## config.mk

```make
export PLATFORM = sky130hd
export DESIGN_NAME = task_sched_hwrr
export DESIGN_NICKNAME = d
export VERILOG_FILES = /design/src/rtl/sched_pkg.sv /design/src/rtl/sched_rr_pick.sv /design/src/rtl/sched_tier_arb.sv /design/src/rtl/task_sched_hwrr.sv
export SDC_FILE = /design/constraint.sdc
export NUM_CORES = 1
export LEC_CHECK = 0
export ABC_AREA = 1
export BUFFER_PORTS_ARGS = -buffer_cell sky130_fd_sc_hd__buf_2
export CAP_MARGIN = 20
export CORE_ASPECT_RATIO = 1.5
export CORE_MARGIN = 2
export CORE_UTILIZATION = 45
export CTS_CLUSTER_DIAMETER = 50
export DETAILED_ROUTE_END_ITERATION = 7
export PLACE_DENSITY_LB_ADDON = 0.25
export SETUP_SLACK_MARGIN = 0.3
export SYNTH_ARGS = -nofsm -noshare
export SYNTH_HDL_FRONTEND = slang
export SYNTH_SLANG_ARGS = --single-unit
```

## constraint.sdc

```tcl
create_clock -name clk -period 7.45 [get_ports clk]
set_clock_uncertainty 0.05 [all_clocks]
set_input_delay 1.49 -clock clk [delete_from_list [all_inputs] [get_ports clk]]
set_output_delay 1.49 -clock clk [all_outputs]
set_load 0.01 [all_outputs]
```

## src/rtl/sched_pkg.sv

```systemverilog
package sched_pkg;
    localparam int NUM_Q   = 32;
    localparam int QID_W   = $clog2(NUM_Q);
    localparam int NUM_ARB = 3;

    typedef enum logic [1:0] {
        ARB_FLAT  = 2'd0,
        ARB_UPPER = 2'd1,
        ARB_LOWER = 2'd2
    } arb_sel_e;

    // Membership of each arbiter: flat covers 1..NUM_Q-1, upper covers
    // 1..low_base-1, lower covers low_base..NUM_Q-1.
    function automatic logic [NUM_Q-1:0] tier_mask(input int arb, input int low_base);
        logic [NUM_Q-1:0] m;
        m = '0;
        for (int i = 1; i < NUM_Q; i++) begin
            case (arb)
                0:       m[i] = 1'b1;
                1:       m[i] = (i < low_base);
                default: m[i] = (i >= low_base);
            endcase
        end
        return m;
    endfunction
endpackage

```

## src/rtl/sched_rr_pick.sv

```systemverilog
module sched_rr_pick #(
    parameter int N     = 32,
    parameter int IDX_W = $clog2(N)
) (
    input  logic [N-1:0]     req,
    input  logic [IDX_W-1:0] start,
    output logic             found,
    output logic [IDX_W-1:0] idx
);
    logic [N-1:0] upper;

    always_comb begin
        for (int i = 0; i < N; i++) begin
            upper[i] = req[i] && (i >= int'(start));
        end
    end

    always_comb begin
        found = |req;
        idx   = '0;
        if (|upper) begin
            for (int i = N - 1; i >= 0; i--) begin
                if (upper[i]) idx = IDX_W'(i);
            end
        end else begin
            for (int i = N - 1; i >= 0; i--) begin
                if (req[i]) idx = IDX_W'(i);
            end
        end
    end
endmodule

```

## src/rtl/sched_tier_arb.sv

```systemverilog
module sched_tier_arb #(
    parameter int N     = 32,
    parameter int IDX_W = $clog2(N)
) (
    input  logic [N-1:0]     active,
    input  logic [N-1:0]     credit_nz,
    input  logic [N-1:0]     member,
    input  logic [IDX_W-1:0] ptr,
    output logic             found,
    output logic [IDX_W-1:0] idx,
    output logic             reload
);
    logic [N-1:0] cand_all;
    logic [N-1:0] cand_credit;
    logic [N-1:0] use_vec;

    always_comb begin
        cand_all    = active & member;
        cand_credit = cand_all & credit_nz;
        reload      = (cand_credit == '0) && (cand_all != '0);
        use_vec     = reload ? cand_all : cand_credit;
    end

    sched_rr_pick #(.N(N), .IDX_W(IDX_W)) u_pick (
        .req   (use_vec),
        .start (ptr),
        .found (found),
        .idx   (idx)
    );
endmodule

```

## src/rtl/task_sched_hwrr.sv

```systemverilog
module task_sched_hwrr
    import sched_pkg::*;
#(
    parameter int WEIGHT_W = 4,
    parameter int DEST_W   = 3,
    parameter int LOW_BASE = 16
) (
    input  logic                      clk,
    input  logic                      rst_n,
    input  logic [NUM_Q-1:0]          q_elig,
    input  logic [NUM_Q*WEIGHT_W-1:0] q_weight,
    input  logic [NUM_Q*DEST_W-1:0]   q_dest,
    input  logic                      tiered_mode,
    input  logic                      gnt_ready,
    output logic                      gnt_valid,
    output logic [QID_W-1:0]          gnt_qid,
    output logic [DEST_W-1:0]         gnt_dest
);
    typedef struct packed {
        logic                                valid;
        logic [QID_W-1:0]                    qid;
        logic [DEST_W-1:0]                   dest;
        logic [NUM_ARB-1:0][QID_W-1:0]       ptr;
        logic [NUM_Q-1:0][WEIGHT_W-1:0]      credit;
    } st_t;

    st_t st_d, st_q;

    logic [NUM_Q-1:0][WEIGHT_W-1:0] weight;
    logic [NUM_Q-1:0]               active;
    logic [NUM_Q-1:0]               credit_nz;
    logic                           free;
    arb_sel_e                       sel;
    logic [QID_W-1:0]               win;

    logic [NUM_ARB-1:0]             arb_found;
    logic [NUM_ARB-1:0]             arb_reload;
    logic [NUM_ARB-1:0][QID_W-1:0]  arb_idx;
    logic [NUM_ARB-1:0][NUM_Q-1:0]  arb_mask;

    always_comb begin
        for (int i = 0; i < NUM_Q; i++) begin
            weight[i]    = q_weight[i*WEIGHT_W +: WEIGHT_W];
            active[i]    = q_elig[i] && (weight[i] != '0);
            credit_nz[i] = (st_q.credit[i] != '0);
        end
    end

    // One arbiter per tier configuration; the mode picks which one is used.
    for (genvar a = 0; a < NUM_ARB; a++) begin : g_arb
        assign arb_mask[a] = tier_mask(a, LOW_BASE);
        sched_tier_arb #(.N(NUM_Q), .IDX_W(QID_W)) u_tier (
            .active    (active),
            .credit_nz (credit_nz),
            .member    (arb_mask[a]),
            .ptr       (st_q.ptr[a]),
            .found     (arb_found[a]),
            .idx       (arb_idx[a]),
            .reload    (arb_reload[a])
        );
    end

    always_comb begin
        if (!tiered_mode)            sel = ARB_FLAT;
        else if (arb_found[ARB_UPPER]) sel = ARB_UPPER;
        else                         sel = ARB_LOWER;
    end

    always_comb begin
        st_d = st_q;
        free = !st_q.valid || gnt_ready;
        win  = arb_idx[sel];
        if (free) begin
            st_d.valid = 1'b0;
            if (active[0]) begin
                st_d.valid = 1'b1;
                st_d.qid   = '0;
            end else if (arb_found[sel]) begin
                st_d.valid    = 1'b1;
                st_d.qid      = win;
                st_d.ptr[sel] = win + QID_W'(1);
                if (arb_reload[sel]) begin
                    for (int i = 0; i < NUM_Q; i++) begin
                        if (arb_mask[sel][i]) st_d.credit[i] = weight[i];
                    end
                    st_d.credit[win] = weight[win] - WEIGHT_W'(1);
                end else begin
                    st_d.credit[win] = st_q.credit[win] - WEIGHT_W'(1);
                end
            end
            st_d.dest = q_dest[st_d.qid*DEST_W +: DEST_W];
        end
    end

    always_ff @(posedge clk or negedge rst_n) begin
        if (!rst_n) st_q <= '0;
        else        st_q <= st_d;
    end

    assign gnt_valid = st_q.valid;
    assign gnt_qid   = st_q.qid;
    assign gnt_dest  = st_q.dest;


    hold_stall_chk: assert property (@(posedge clk) disable iff (!rst_n)
        (gnt_valid && !gnt_ready) |=> (gnt_valid && $stable(gnt_qid) && $stable(gnt_dest)));


    q0_first_chk: assert property (@(posedge clk) disable iff (!rst_n)
        (free && q_elig[0] && (q_weight[WEIGHT_W-1:0] != '0)) |=> (gnt_valid && gnt_qid == '0));


    upper_tier_chk: assert property (@(posedge clk) disable iff (!rst_n)
        (free && tiered_mode && !active[0] && ((active & arb_mask[ARB_UPPER]) != '0))
        |=> (gnt_valid && gnt_qid != '0 && int'(gnt_qid) < LOW_BASE));


    idle_chk: assert property (@(posedge clk) disable iff (!rst_n)
        (free && active == '0) |=> !gnt_valid);


    busy_chk: assert property (@(posedge clk) disable iff (!rst_n)
        (free && active != '0) |=> gnt_valid);
endmodule

```

* Word level (Yosys, flattened, before mapping)
Index checks and enable logic that the tools add are counted.
** Operators by class
- Add/sub/neg operators :: 3
- Multiply operators :: 1
- Order comparisons :: 97
- Shift-type cells :: 1
- Multiplexer cells :: 380
- Bitwise gates (word level) :: 4
- Reduce and logical (&&, ||, !) cells :: 209
** Operators by type and width (number)
- two-way mux 5 bit :: 194
- two-way mux 4 bit :: 163
- bitwise mux 128 bit :: 2
- nonzero test 4 bit :: 64
- greater-or-equal comparator 5 bit (first input constant) :: 45
- OR reduction 32 bit :: 6
- logical AND 1 bit :: 130
- two-way mux 128 bit :: 1
- two-way mux 32 bit :: 4
- greater-or-equal comparator 4 x 5 -> 1 bit (first input constant) :: 24
- logical NOT 32 bit :: 3
- nonzero test 32 bit :: 3
- indexed part select 96 x 8 -> 3 bit :: 1
- bitwise AND 32 bit :: 2
- binary-select mux 32 bit (select 2 bit) :: 1
- greater-or-equal comparator 3 x 5 -> 1 bit (first input constant) :: 12
- binary-select mux 4 bit (select 5 bit) :: 2
- bitwise AND 16 x 32 -> 32 bit :: 1
- greater-or-equal comparator 1 x 5 -> 1 bit (first input constant) :: 6
- greater-or-equal comparator 2 x 5 -> 1 bit (first input constant) :: 6
- demux 4 bit (select 5 bit) :: 1
- two-way mux 6 bit :: 3
- bitwise mux 15 bit :: 1
- binary-select mux 5 bit (select 2 bit) :: 1
- 15 further kinds :: 19
** Word-level totals
- Flip-flop bits (word level) :: 152
- Bits of input ports :: 260
- Output and inout port bits :: 9
- Logic and storage cells :: 733

* Depth between registers and ports, before layout
- Word-level depth :: 47
- Gate-level depth with buffers :: 64
- Mapped depth without buffers :: 60

* Hierarchy
A second synthesis with hierarchy kept.
** Second synthesis, totals
- Cell total of the unflattened synthesis :: 3677
- Area, all modules :: 20340.8 um^2
** By module, submodules not included
- task_sched_hwrr :: times used 1, cells an instance 2072, area an instance 12829.8 um^2, seq. area each 3803.6 um^2
- sched_rr_pick :: times used 3, cells an instance 304, area an instance 1357.6 um^2, seq. area each 0.0 um^2
- sched_tier_arb :: times used 3, cells an instance 231, area an instance 1146.1 um^2, seq. area each 0.0 um^2

* Worst setup path before layout
No wires, ideal clock.
- Kind :: input -> register
- From :: in q_weight[60]
- To :: reg st_q[85] in the netlist's numbering
- Library setup time :: 83 ps
- Arrival time :: 6456 ps
- Data required time :: 7317 ps
- Path slack :: 861 ps
- Stages on the path :: 59
- Path buffers :: 5
- Cell sequence :: nor2_1 > nand2_1 > nand3_1 > nand2_1 > nor2_1 > nand2_1 > nor2_4 > nand3_4 > o21ai_2 > nand2_1 > nand2_1 > nand2_1 > nand2_1 > nand2_1 > nand2_1 > nand2_1 > nand2_1 > nand2_1 > [... 23 more ...] > nand2_4 > buf_6 > buf_2 > o211ai_1 > nand2_1 > nand2_1 > nand2_1 > nor2_1 > nand2_1 > buf_4 > buf_2 > ha_1 > o21ai_1 > clkinv_1 > clkbuf_1 > o21ai_0 > nand2_1 > o21ai_0
** On the way
- Longest elaborated chain between the ends :: 47
- Elaborated cells on any way between the ends :: 236
- Classes of those cells :: add/sub (2); order compare (2); mux (154); bitwise (2); reduce/logical (76)
** Ends and longest elaborated chain
- start: declaration :: RTL line task_sched_hwrr.sv:11 : input logic [NUM_Q*WEIGHT_W-1:0] q_weight,
- branches (longest 47 deep; another with bitwise AND 32 bit)
- end signal: assignment :: RTL line task_sched_hwrr.sv:97 : else st_q <= st_d;
- end: declaration :: RTL line task_sched_hwrr.sv:27 : st_t st_d, st_q;
Parallel ways; which one is timed is not known. The select of a mux whose other input is x is not followed.
A chain may end at the register's enable or synchronous reset.

* Worst setup path in the final report
- From :: in q_weight[7]
- To :: reg st_q[93] in the netlist's numbering
** On the way
- Longest elaborated chain between the ends :: 47
- Elaborated cells on any way between the ends :: 236
- Classes of those cells :: add/sub (2); order compare (2); mux (154); bitwise (2); reduce/logical (76)
** Ends and longest elaborated chain
- nonzero test 4 bit (*) :: RTL line task_sched_hwrr.sv:44 : active[i] = q_elig[i] && (weight[i] != '0);
- logical AND 1 bit (*) :: RTL line task_sched_hwrr.sv:44
- branches (longest 45 deep; another with bitwise AND 32 bit)
Mark *: on every way between the ends. The select of a mux whose other input is x is not followed.

==> metrics.md <==
| Metric | Value |
|---|---|
| Pwr per Cell Area | 489.3 nW/um^2 |
| H-Tree Depth | 4 |
| Number of DRC markers in iteration 0 | 2257 |
| Post-synthesis sequential area ratio | 0.2441 |
| DR vias | 20.87k |
| Slowest cell on crit path | o21ai_0 |
| Leakage | 9.722 nW |
| Max-slew violations | 0 |
| Syn Nets | 3007 |
| Crit path top cell by count | nand2_1 |
| Total routing usage reported by global routing | 0.3789 |
| Critical Path Start Type | input pin |
| Core Area | 34170 sq um |
| HPWL Detailed | 54720 um |
| Average cell area after synthesis | 5.684 sq um |
| Hold-fix buffers, CTS | 0 |
| Final setup fails | 0 |
| Post-DRT Antenna Nets | 0 |
| Tmin final | 6995 ps |
| FMAX | 143.0 MHz |
| Yosys reg bits | 152 |
| Failing checks | DRC |
| Clock-pin slew on the worst setup and hold paths | 70 ps |
| Global-route wire length before repair | 104800 um |
| Critical Path Max Stage Delay | 620 ps |
| Outcome | finished with violations |
| Final Hold Vio Count | 0 |
| Area Overhead vs Synth | 23.70% |
| RSZ-0062 raised after global routing | true |
| Post-synth EDFFs | 0 |
| WL/cell | 20.66 um |
| Pin count of the biggest net entering global routing | 86 |
| Max Root-Sink Buffers | 2 |
| Synth cell types | 53 |
| DR pass1 iterations | 8 |
| Initial antenna violation count | 0 |
| Async SR Flop Fraction | 1.000 |
| MaxCap Viol Count | 0 |
| Final Cycle Share | 0.9390 |
| CTS tree | built |
| Vias per Instance | 5.974 |
| Slew headroom | 0.2822 |
| Ys Warns | 0 |
| CP max FO | 14 |
| I/O pin cnt | 269 |
| Max IR drop VDD | 0.3972 mV |
| Setup crit end kind | register |
| Mapped Cells | 2741 |
| I/O Buffers | 268 |
| Die Width | 155.9 um |
| Clk sinks | 152 |
| Cell Rows | 83 |
| Die ar. | 36160 sq um |
| Critical path class | in -> reg |
| Starting Density | 0.4560 |
| Worst min path class | reg -> reg |
| Mapped Area | 15580 sq um |
| Nets | 3321 |
| Skew-Pair Late Insertion Delay | 470 ps |
| Worst path required time | 7790 ps |
| Share of layout cells above drive strength 1 | 0.1887 |
| Clock root buffer | clkbuf_16 |
| Die span in y | 231.9 um |
| DRC violations left | 19 |
| Most used DFF post-synth | dfrtp_1 |
| CTS buffer count | 17 |
| Final core occ | 0.5641 |
| Overflow after GRT | 0 |
| Critical Path AT | 7340 ps |
| Vias in the first global route | 19.22k |
| Routed WL | 72170 um |
| N_diodes | 0 |
| Slew @ Worst Pin | 1074 ps |
| Total Power | 9.431 mW |
| GP Congestion | 1.059 |
| FILL cells | 3470 |
==> cells by family after synthesis <==
group,share of synthesized area
compound gates,0.2174
xor+xnor,0.003373
fa+ha+maj,0.004818
buf+inv,0.1233
flops,0.2441
mux,0.002168
simple gates,0.4049
==> flip-flops by register name, summed over array words and instances, names as in the netlist <==
signal	flops
st_q	143
gnt_qid	5
gnt_dest	3
gnt_valid	1
==> layer usage <==
metal,share of wire,wire [um],global-route usage,up-vias
met5,0,0,0,-
met4,0.095,6856,0.2976,0
met3,0.095,6844,0.05767,423
met2,0.46,33250,0.6286,1457
met1,0.35,25220,0.4338,9394
li1,-,-,-,9592
==> area by class of cell <==
| type | count | area, sq um | share of cell area |
|---|---|---|---|
| well taps | 425 | 531.8 | 0.02759 |
| clock buffers | 20 | 446.7 | 0.02318 |
| repair buffers | 399 | 2730 | 0.1417 |
| clock inverters | 12 | 150.1 | 0.007790 |
| multi-input cells | 2128 | 10260 | 0.5325 |
| inverters | 357 | 1348 | 0.06992 |
| flip-flops and latches | 152 | 3804 | 0.1974 |
==> layout by cell type, fill, tap and decap left out, types with 4 or more instances in the layout <==
cell	instances
buf_4	98
buf_2	267
o311ai_0	4
nand3_4	5
nor3_1	25
nand3_1	245
o21bai_1	7
dfrtp_1	152
or2_2	4
nor2_2	16
inv_1	336
nand2_2	34
nand2_4	5
a21oi_2	9
o21ai_2	8
nor2_4	6
a21oi_1	146
a22oi_1	23
o22ai_1	10
clkbuf_16	22
nand3_2	28
nand3b_1	21
nor4_1	9
xor2_1	4
o221ai_1	16
buf_6	8
nor2_1	350
o21ai_1	78
inv_2	20
nand2_1	760
o211ai_1	40
o31ai_1	8
o21ai_0	217
buf_12	18
clkinv_2	4
ha_1	5
a31oi_1	14
==> cells in the mapped netlist (4+ instances only) <==
cell / n / area [sq um]
nor3_1: 26 / 130.1
nand3_2: 4 / 40.04
buf_6: 10 / 112.6
dfrtp_1: 152 / 3804
buf_2: 31 / 155.2
nand2_1: 790 / 2965
o21ai_0: 232 / 1161
a22oi_1: 24 / 180.2
nor2_2: 9 / 56.30
buf_4: 16 / 120.1
o311ai_0: 4 / 35.03
o31ai_1: 8 / 60.06
ha_1: 6 / 75.07
o21bai_1: 7 / 52.55
or2_2: 4 / 25.02
inv_1: 336 / 1261
a31oi_1: 14 / 87.58
o221ai_1: 16 / 140.1
xor2_1: 4 / 35.03
clkbuf_1: 46 / 172.7
o211ai_1: 40 / 300.3
o22ai_1: 10 / 62.56
inv_2: 20 / 75.07
a21oi_1: 151 / 755.7
o21ai_1: 70 / 350.3
nand3_1: 271 / 1356
nor4_1: 9 / 56.30
a21oi_2: 5 / 43.79
nand2_2: 7 / 43.79
nor2_1: 361 / 1355
nand3b_1: 21 / 157.7
==> path summary, 6_finish.rpt <==
path,startpoint,endpoint,slack [ps],cells past startpoint
setup reg to reg,st_q[14],st_q[93],1130,39
hold / removal,st_q[127],st_q[127],440,2
setup / recovery,q_weight[7],st_q[93],450,40
max in group asynchronous,rst_n,st_q[26],4840,2
min in group asynchronous,rst_n,st_q[98],1020,1
hold reg to reg,st_q[127],st_q[127],440,2
==> stage by stage <==
stage	TNS [ps]	area (sq um)	setup WS, ps	hold WS [ps]	instances
6_report	0	19270	454.8	441.9	3493
5_1_grt	0	19270	123.0	463.3	3493
4_1_cts	0	18580	358.6	441.7	3473
3_5_place_dp	-1519	17980	-318.1	425.1	3441
3_3_place_gp	-3511	17980	-414.4	417.3	3441
2_1_floorplan	0	15580	861.0	398.8	2741
==> power by group <==
| group | total [mW] | switching (mW) | internal [mW] | leakage [nW] |
|---|---|---|---|---|
| Combinational | 7.32 | 4.75 | 2.57 | 7.62 |
| Sequential | 1.19 | 0.166 | 1.02 | 1.82 |
| Clock | 0.925 | 0.391 | 0.534 | 0.286 |
==> what timing repair did <==
action / in CTS / in global routing
pin swaps: 0 / 20
cloned: 0 / 7
endpoints found under the hold margin: 0 / 0
setup endpoints to repair: 1 / 126
buffers inserted: 0 / 13
gates resized for setup: 2 / 120
==> critical path, delay by kind of cell <==
| family | cells | cell delay [ps] |
|---|---|---|
| AND/OR/NAND/NOR | 24 | 2710 |
| adder cells (fa/ha/maj) | 1 | 270 |
| buffers and inverters | 9 | 1490 |
| AO/OA/AOI/OAI | 6 | 1310 |
Note: power is estimated with default switching activity, not from simulation.
